===== config.mk =====
export PLATFORM = sky130hd
export DESIGN_NAME = status_guard
export DESIGN_NICKNAME = d
export VERILOG_FILES = /design/src/rtl/status_guard_pkg.sv /design/src/rtl/sg_blk_decode.sv /design/src/rtl/sg_wel_latch.sv /design/src/rtl/sg_sr_stage.sv /design/src/rtl/status_guard.sv
export SDC_FILE = /design/constraint.sdc
export NUM_CORES = 1
export LEC_CHECK = 0
export ABC_AREA = 0
export BUFFER_PORTS_ARGS = -buffer_cell sky130_fd_sc_hd__buf_2
export CORE_MARGIN = 5
export CORE_UTILIZATION = 35
export DETAILED_ROUTE_END_ITERATION = 16
export PLACE_DENSITY = 0.81
export SKIP_CTS_REPAIR_TIMING = 1
export SLEW_MARGIN = 10
export SYNTH_ARGS = -nofsm -noshare
export SYNTH_HDL_FRONTEND = slang
export SYNTH_SLANG_ARGS = --single-unit
export TNS_END_PERCENT = 50

===== constraint.sdc =====
create_clock -name clk -period 1.48 [get_ports clk]
set_input_delay 0.148 -clock clk [delete_from_list [all_inputs] [get_ports clk]]
set_output_delay 0.148 -clock clk [all_outputs]
set_load 0.05 [all_outputs]

===== src/rtl/status_guard_pkg.sv =====
package status_guard_pkg;
  localparam int SB_WPEN = 7;
  localparam int SB_BP1  = 3;
  localparam int SB_BP0  = 2;
  localparam int SB_WEL  = 1;
  localparam int SB_BUSY = 0;

  typedef enum logic [1:0] {
    PROT_NONE = 2'd0,
    PROT_QTR  = 2'd1,
    PROT_HALF = 2'd2,
    PROT_ALL  = 2'd3
  } prot_lvl_t;

  // top2 = the two most significant address bits
  function automatic logic blk_hit(prot_lvl_t lvl, logic [1:0] top2);
    case (lvl)
      PROT_NONE: return 1'b0;
      PROT_QTR:  return (top2 == 2'b11);
      PROT_HALF: return top2[1];
      default:   return 1'b1;
    endcase
  endfunction
endpackage


===== src/rtl/sg_blk_decode.sv =====
module sg_blk_decode
  import status_guard_pkg::*;
#(
  parameter int ADDR_W = 14
) (
  input  logic [ADDR_W-1:0] addr,
  input  prot_lvl_t         lvl,
  output logic              prot
);
  localparam int TOP = ADDR_W - 1;

  assign prot = blk_hit(lvl, addr[TOP -: 2]);

  always_comb begin
    assert_none_open_R6: assert (!(lvl == PROT_NONE && prot));
    assert_all_closed_R6: assert (!(lvl == PROT_ALL && !prot));
  end
endmodule


===== src/rtl/sg_wel_latch.sv =====
module sg_wel_latch (
  input  logic clk,
  input  logic rst_n,
  input  logic sel_start,
  input  logic sel_end,
  input  logic bit_ev,
  input  logic op_wren,
  input  logic op_wrdi,
  input  logic busy,
  input  logic wr_done,
  output logic wel
);
  logic wren_pend;
  logic set_ev, clr_ev;

  assign set_ev = sel_end && wren_pend;
  assign clr_ev = wr_done || (op_wrdi && !busy);

  always_ff @(posedge clk or negedge rst_n) begin
    if (!rst_n) wren_pend <= 1'b0;
    else if (op_wren && !busy) wren_pend <= 1'b1;
    else if (sel_start || sel_end || bit_ev || op_wrdi || op_wren) wren_pend <= 1'b0;
  end

  always_ff @(posedge clk or negedge rst_n) begin
    if (!rst_n) wel <= 1'b0;
    else if (clr_ev) wel <= 1'b0;
    else if (set_ev) wel <= 1'b1;
  end

  assert_wel_set_only_on_close_R3: assert property (@(posedge clk) disable iff (!rst_n)
    !wel && !(sel_end && wren_pend) |=> !wel);
  assert_wrdi_clears_R4: assert property (@(posedge clk) disable iff (!rst_n)
    op_wrdi && !busy |=> !wel);
  assert_done_clears_R5: assert property (@(posedge clk) disable iff (!rst_n)
    wr_done |=> !wel);
  assert_busy_blocks_wren_R11: assert property (@(posedge clk) disable iff (!rst_n)
    busy && !wren_pend |=> !wren_pend);
endmodule


===== src/rtl/sg_sr_stage.sv =====
module sg_sr_stage
  import status_guard_pkg::*;
(
  input  logic       clk,
  input  logic       rst_n,
  input  logic       sel_start,
  input  logic       sel_end,
  input  logic       bit_ev,
  input  logic       sr_data_valid,
  input  logic [7:0] sr_data,
  input  logic       hw_prot,
  input  logic       wel,
  input  logic       busy,
  input  logic       sr_done,
  output logic       sr_permit,
  output logic       wpen,
  output prot_lvl_t  lvl
);
  logic       take_ev, commit_ev;
  logic       sr_pend, sr_armed;
  logic [7:0] staged;

  assign take_ev   = sr_data_valid && !busy && !sr_armed;
  assign sr_permit = sel_end && sr_pend && wel && !hw_prot;
  assign commit_ev = sr_done && sr_armed;

  always_ff @(posedge clk or negedge rst_n) begin
    if (!rst_n) begin
      sr_pend <= 1'b0;
      staged  <= 8'h00;
    end else if (take_ev) begin
      sr_pend <= 1'b1;
      staged  <= sr_data;
    end else if (sel_start || sel_end || bit_ev || hw_prot) begin
      sr_pend <= 1'b0;
    end
  end

  always_ff @(posedge clk or negedge rst_n) begin
    if (!rst_n) sr_armed <= 1'b0;
    else if (commit_ev) sr_armed <= 1'b0;
    else if (sr_permit) sr_armed <= 1'b1;
  end

  always_ff @(posedge clk or negedge rst_n) begin
    if (!rst_n) begin
      wpen <= 1'b0;
      lvl  <= PROT_NONE;
    end else if (commit_ev) begin
      wpen <= staged[SB_WPEN];
      lvl  <= prot_lvl_t'({staged[SB_BP1], staged[SB_BP0]});
    end
  end

  assert_hwp_cancels_R9: assert property (@(posedge clk) disable iff (!rst_n)
    hw_prot && !take_ev |=> !sr_permit);
  assert_bits_change_on_commit_R10: assert property (@(posedge clk) disable iff (!rst_n)
    !commit_ev |=> $stable(wpen) && $stable(lvl));
  assert_busy_blocks_data_R11: assert property (@(posedge clk) disable iff (!rst_n)
    busy && !sr_pend |=> !sr_pend);
endmodule


===== src/rtl/status_guard.sv =====
module status_guard
  import status_guard_pkg::*;
#(
  parameter int ADDR_W = 14
) (
  input  logic              clk,
  input  logic              rst_n,
  input  logic              wp_pin,
  input  logic              sel_start,
  input  logic              sel_end,
  input  logic              bit_ev,
  input  logic              op_wren,
  input  logic              op_wrdi,
  input  logic              sr_data_valid,
  input  logic [7:0]        sr_data,
  input  logic              busy_in,
  input  logic              arr_done,
  input  logic              sr_done,
  input  logic [ADDR_W-1:0] wr_addr,
  output logic [7:0]        status_byte,
  output logic              arr_wr_permit,
  output logic              sr_wr_permit
);
  logic      wel, wpen, hw_prot, addr_prot;
  prot_lvl_t lvl;

  assign hw_prot = !wp_pin && wpen;

  sg_wel_latch u_wel (
    .clk(clk), .rst_n(rst_n), .sel_start(sel_start), .sel_end(sel_end),
    .bit_ev(bit_ev), .op_wren(op_wren), .op_wrdi(op_wrdi), .busy(busy_in),
    .wr_done(arr_done || sr_done), .wel(wel)
  );

  sg_sr_stage u_stage (
    .clk(clk), .rst_n(rst_n), .sel_start(sel_start), .sel_end(sel_end),
    .bit_ev(bit_ev), .sr_data_valid(sr_data_valid), .sr_data(sr_data),
    .hw_prot(hw_prot), .wel(wel), .busy(busy_in), .sr_done(sr_done),
    .sr_permit(sr_wr_permit), .wpen(wpen), .lvl(lvl)
  );

  sg_blk_decode #(.ADDR_W(ADDR_W)) u_dec (
    .addr(wr_addr), .lvl(lvl), .prot(addr_prot)
  );

  always_comb begin
    status_byte          = 8'h00;
    status_byte[SB_WPEN] = wpen;
    status_byte[SB_BP1]  = lvl[1];
    status_byte[SB_BP0]  = lvl[0];
    status_byte[SB_WEL]  = wel;
    status_byte[SB_BUSY] = busy_in;
  end

  assign arr_wr_permit = wel && !busy_in && !addr_prot;

  assert_arr_needs_wel_R7: assert property (@(posedge clk) disable iff (!rst_n)
    arr_wr_permit |-> status_byte[SB_WEL] && !busy_in);
  assert_sr_needs_wel_R8: assert property (@(posedge clk) disable iff (!rst_n)
    sr_wr_permit |-> wel && sel_end);
endmodule


==> results of run 1 <==
==> flip-flops by register name (all words and copies together) (netlist names) <==
name              count
u_stage.sr_armed      1
u_stage.sr_pend       1
u_stage.staged        3
u_wel.wren_pend       1
u_wel.wel             1
u_stage.wpen          1
u_stage.lvl           2
==> where the power goes <==
part / switching, W / internal (W)
registers: 0.0000192 / 0.000300
clock network: 0.000101 / 0.000150
logic: 0.0000986 / 0.0000584
==> worst max-delay path: cells and delay by family, from the launching register on <==
kind,cells,cell delay (ns)
compound gates,2,0.43
buf+inv,1,0.19
flops,1,0.44
==> kinds of logic after synthesis <==
| group | after synthesis |
|---|---|
| flops | 10 |
| compound gates | 7 |
| simple gates | 8 |
| buf+inv | 8 |
| other cells | 1 |
| mux | 6 |
==> path summary, 6_finish.rpt <==
check / to / cells after the start / from
setup reg to reg: u_stage.staged[3]$_DFFE_PN0P_ / 2 / u_stage.sr_armed$_DFFE_PN0P_
min in group asynchronous: u_stage.staged[2]$_DFFE_PN0P_ / 2 / rst_n
hold reg to reg: u_stage.staged[7]$_DFFE_PN0P_ / 1 / u_stage.staged[7]$_DFFE_PN0P_
setup / recovery: arr_wr_permit / 3 / u_stage.lvl[1]$_DFFE_PN0P_
max in group asynchronous: u_stage.lvl[0]$_DFFE_PN0P_ / 2 / rst_n
hold / removal: u_wel.wel$_DFFE_PN0P_ / 2 / arr_done
==> synth_stat cells <==
| master | n |
|---|---|
| nor2_1 | 1 |
| mux2_2 | 6 |
| a221oi_1 | 1 |
| a21oi_1 | 1 |
| a21o_1 | 1 |
| inv_1 | 2 |
| a31o_2 | 1 |
| nor3_1 | 1 |
| and4_1 | 1 |
| nand2_1 | 1 |
| nor3b_4 | 1 |
| buf_4 | 6 |
| conb_1 | 1 |
| a2111oi_2 | 1 |
| dfrtp_1 | 10 |
| nand2b_1 | 2 |
| a32o_1 | 2 |
| and3b_1 | 1 |
==> through the flow <==
| step | setup TNS (ns) | hold slack (ns) | instances | cell area, um^2 | power (W) |
|---|---|---|---|---|---|
| floorplan | 0 | -0.1476 | 42 | 528.0 | 0.0004359 |
| global placement | 0 | 0.01728 | 74 | 616.8 | 0.0004702 |
| finish | -0.01110 | 0.03819 | 80 | 676.9 | 0.0007266 |
| detailed placement | 0 | 0.01810 | 74 | 616.8 | 0.0004765 |
| CTS | -0.1208 | -0.2772 | 78 | 653.1 | 0.0007297 |
| global route | -0.07475 | 0.03300 | 80 | 676.9 | 0.0007581 |
==> cell usage in the layout (no fill, tap or decap) <==
| master | instances |
|---|---|
| a2111oi_2 | 1 |
| a21o_1 | 1 |
| a21oi_1 | 1 |
| a221oi_4 | 1 |
| a31o_2 | 1 |
| a32o_1 | 2 |
| and3b_1 | 1 |
| and4_1 | 1 |
| buf_2 | 22 |
| buf_4 | 1 |
| buf_6 | 1 |
| clkbuf_4 | 3 |
| clkbuf_8 | 1 |
| conb_1 | 3 |
| dfrtp_1 | 8 |
| dfrtp_2 | 2 |
| dlygate4sd3_1 | 1 |
| inv_1 | 2 |
| mux2_2 | 6 |
| nand2_1 | 1 |
| nand2b_1 | 2 |
| nor2_1 | 1 |
| nor3_1 | 1 |
| nor3b_4 | 1 |
==> layer usage <==
metal | vias to the layer above | wire length (um)
li1 | 190 | -
met1 | 195 | 373
met2 | 17 | 632
met3 | 4 | 94
met4 | 0 | 56
met5 | - | 0
==> area by class of cell <==
type	count	area [um^2]
well taps	15	18.77
repair buffers	25	138.9
flip-flops and latches	10	252.7
multi-input cells	24	222.7
inverters	2	7.507
fillers	128	656.9
clock buffers	4	36.28
==> results_dict.tcl, run 1 <==
set metrics [dict create \
    grt_pass1_wl_um 1587 \
    rsz0062_at_grt "true" \
    post-synth-top-area-fraction_pct 50.00 \
    io_pins 44 \
    antenna_found_initial 0 \
    clockRootBuffer "clkbuf_4" \
    met1_usage_pct 9.840 \
    ys_ff_latch 10 \
    final_hold_viol_count 0 \
    die-width_um 47.82 \
    power.leakage_nw 0.3521 \
    irDropWorstVdd_v 0.0004432 \
    cts_buffers 3 \
    rrSetupSlack_ns 0.28 \
    ys.warnings.count 0 \
    synth.area.mux_share_pct 13.50 \
    drtIter0Drc 6 \
    postSynthAreaPerCell_um2 12.51 \
    vias_per_cell 5.075 \
    htreeDepth 1 \
    min_period_over_period_pct 100.7 \
    clk-insertion-delay-late_ns 0.27 \
    fin_nets 100 \
    seq_area_frac_synth_pct 50.00 \
    floorplan.initialDensity_pct 37.52 \
    wl_um 1156 \
    drive_gt1_share_pct 61.54 \
    netlist_area_um2 500.5 \
    grtUsageMet3_pct 2.632 \
    setup_viol 1 \
    failed_checks "setup timing" \
    status "finished with violations" \
    met2_usage_pct 19.26 \
    grt_pass1_vias 362 \
    cts_tree "built" \
    drc_errors 0 \
    num_rows 13 \
    syn_inst 40 \
    overflow 0 \
    crit_chain "a21o_1, a221oi_4, buf_6" \
    clock_skew_ns 0.003094 \
    required_ns 1.33 \
    routabilityCongestion 0.6510 \
    min_path_type "in2reg" \
    diodes 0 \
    cp-start-kind "flip-flop" \
    crit_slowest_cell "dfrtp_2" \
    synth_top_family_by_area "multiplexers" \
    die_y_um 47.82 \
    setup_ws_ns -0.01110 \
    grtUsageTotal_pct 11.24 \
    max_freq_mhz 670.6 \
    dr.pass1.iters 4 \
    io_buffers 23 \
    synth_area_leaders "dfrtp_1 50%, mux2_2 13%, buf_4 9.0%" \
    vias 406 \
    end_kind "primary output" \
    place_ws_ns 0.1805 \
    power_density_nw_per_um2 1073 \
    critPathKind "reg2out" \
    maxCapViolations 0 \
    yosysTopAreaCell "dfrtp_1" \
    busiest_layer "met2" \
    yosys.area_share.simple_pct 12.25 \
    synth_xor_area_share_pct 0 \
    drtAntennaViolNets 0 \
    areaGrowthSynthToFinish_pct 35.25 \
    avgRoutedWirePerCell_um 14.45 \
    period_needed_ns 1.491 \
    die-area_um2 2286 \
    slew_viol_final 0 \
    grt_max_degree 11 \
    synthAdderAreaFrac_pct 0 \
    synth_cell_types 18 \
    final_util_pct 50.75 \
    synth_compound_area_share_pct 13.00 \
    critPathMaxStageDelay_ns 0.44 \
    crit_fanout 4 \
    core_um2 1334 \
    clk_pin_slew_ns 0.07 \
    cp_data_arrival_time_ns 1.34 \
    clockBufferDepth 2 \
    clkSinkCount 10 \
]
No activity file was read; power rests on OpenSTA's default activity.
==> run 2: changes to the inputs <==
- CORE_UTILIZATION: 35 -> 38
- PLACE_DENSITY: 0.81 -> 0.87
- clock period: 1.48 -> 1.9 ns (I/O delays scaled with it)
==> run 2 against run 1 <==
Net effect:
- the run now ends clean
- combinational power is 27% lower
- utilization increased by 0.43 points
- sequential share of layout area is 1.2 points higher
- sequential cell count did not move
- global-route usage down 0.15 points
- cell area down 4.1%
- clock skew down 0.0012 ns
- via count decreased by 3.4%
- sequential power down 23%
- clock power shrank 23%
- register-to-register slack gained 0.42 ns
- wire length decreased by 12%
- highest routed layer unchanged
==> results_dict.tcl, run 2 (same netlist as run 1, synthesis figures left out) <==
set metrics [dict create \
    status "complete, no violations" \
    crit_slowest_cell "dfrtp_1" \
    final_cell_mix "23 x buf_2, 10 x dfrtp_1, 6 x mux2_2, 3 x conb_1, 3 x clkbuf_4" \
    crit_chain "a21o_1, a221oi_2, buf_2" \
    largestRegisters "u_stage.staged (3), u_stage.lvl (2)" \
    maxCapViolations 0 \
    power_density_nw_per_um2 849.2 \
    grt_pass1_vias 376 \
    clk_pin_slew_ns 0.07 \
    clock_skew_ns 0.001930 \
    clkSinkCount 10 \
    io_pins 44 \
    clk-insertion-delay-late_ns 0.26 \
    crit_fanout 4 \
    grt_pass1_wl_um 1593 \
    vias 392 \
    grt_max_degree 11 \
    cp-start-kind "flip-flop" \
    core_um2 1269 \
    antenna_found_initial 0 \
    final_util_pct 51.18 \
    max_freq_mhz 645.7 \
    required_ns 1.71 \
    fin_nets 99 \
    layout_commonest_cell "buf_2" \
    fin_setup_tns_ns 0 \
    critPathMaxStageDelay_ns 0.41 \
    setup_ws_ns 0.3513 \
    final_hold_viol_count 0 \
    num_rows 13 \
    min_path_type "in2reg" \
    vias_per_cell 4.962 \
    routabilityCongestion 0.7298 \
    grtUsageTotal_pct 11.08 \
    largest_register "u_stage.staged" \
    die-width_um 46.29 \
    critPathKind "reg2out" \
    cp_data_arrival_time_ns 1.36 \
    wl_um 1012 \
    die-area_um2 2143 \
    die_y_um 46.29 \
    timing.hold.ws_ns 0.08218 \
    overflow 0 \
    end_kind "primary output" \
    power.leakage_nw 0.3499 \
    clockBufferDepth 2 \
    drc_errors 0 \
    setup_viol 0 \
    place_ws_ns 0.6275 \
    floorplan.initialDensity_pct 39.45 \
    irDropWorstVdd_v 0.0003983 \
    clockRootBuffer "clkbuf_4" \
    drtIter0Drc 19 \
    min_period_over_period_pct 81.51 \
    diodes 0 \
    largest_register_ffs 3 \
    cts_buffers 3 \
    cts_tree "built" \
    htreeDepth 1 \
    io_buffers 23 \
    drive_gt1_share_pct 57.81 \
    avgRoutedWirePerCell_um 12.81 \
    rsz0062_at_grt "false" \
    period_needed_ns 1.549 \
    slew_viol_final 0 \
    drtAntennaViolNets 0 \
    areaGrowthSynthToFinish_pct 29.75 \
    dr.pass1.iters 4 \
]
[run 2: changes by cell type in the layout (fill, tap and decap cells not counted)]
cell,previous run,this run
dfrtp_1,8,10
buf_6,1,0
a221oi_2,0,1
buf_2,22,23
buf_4,1,0
dfrtp_2,2,0
a221oi_4,1,0
[run 2: layout make-up]
cell class                      count  area, um^2
Tap cell                           15       18.77
Timing Repair Buffer               24       125.1
Clock buffer                        4       36.28
Inverter                            2       7.507
Multi-Input combinational cell     24       211.5
Fill cell                         118       619.3
Sequential cell                    10       250.2
[run 2: metal layers]
| layer | track usage (%) | share of wire (%) |
|---|---|---|
| met1 | 13.04 | 41 |
| met2 | 16.48 | 52 |
| met3 | 2.344 | 6.2 |
| met4 | 10.23 | 0.89 |
| met5 | 0 | 0 |
[run 2: final timing paths]
kind	start	end	slack, ns	cells after the start
min reg2reg	u_stage.staged[2]$_DFFE_PN0P_	u_stage.staged[2]$_DFFE_PN0P_	0.50	1
max	u_stage.lvl[0]$_DFFE_PN0P_	arr_wr_permit	0.35	3
max reg2reg	u_stage.sr_armed$_DFFE_PN0P_	u_stage.staged[3]$_DFFE_PN0P_	0.70	2
min	arr_done	u_wel.wel$_DFFE_PN0P_	0.08	2
min in group asynchronous	rst_n	u_wel.wel$_DFFE_PN0P_	0.31	2
max in group asynchronous	rst_n	u_stage.lvl[0]$_DFFE_PN0P_	1.40	2
[run 2: power breakdown]
group | internal [W] | leakage, nW | switching, W
clock | 0.000116 | 0.0210 | 0.0000755
sequential | 0.000233 | 0.130 | 0.0000130
combinational | 0.0000416 | 0.199 | 0.0000724
total | 0.000391 | 0.350 | 0.000161
[run 2: stage by stage]
| step | instance area (um^2) | power (W) | cells |
|---|---|---|---|
| floorplan | 514.2 | 0.0003350 | 42 |
| finish | 649.4 | 0.0005515 | 79 |
| global placement | 603.1 | 0.0003605 | 74 |
| CTS | 639.4 | 0.0005606 | 78 |
| detailed placement | 603.1 | 0.0003634 | 74 |
| global route | 649.4 | 0.0005779 | 79 |
[run 2: worst max-delay path, delay by kind of cell (launching register included)]
kind                   cells  cell delay, ns
buffers and inverters      1            0.29
flip-flops                 1            0.41
AO/OA/AOI/OAI              2            0.39
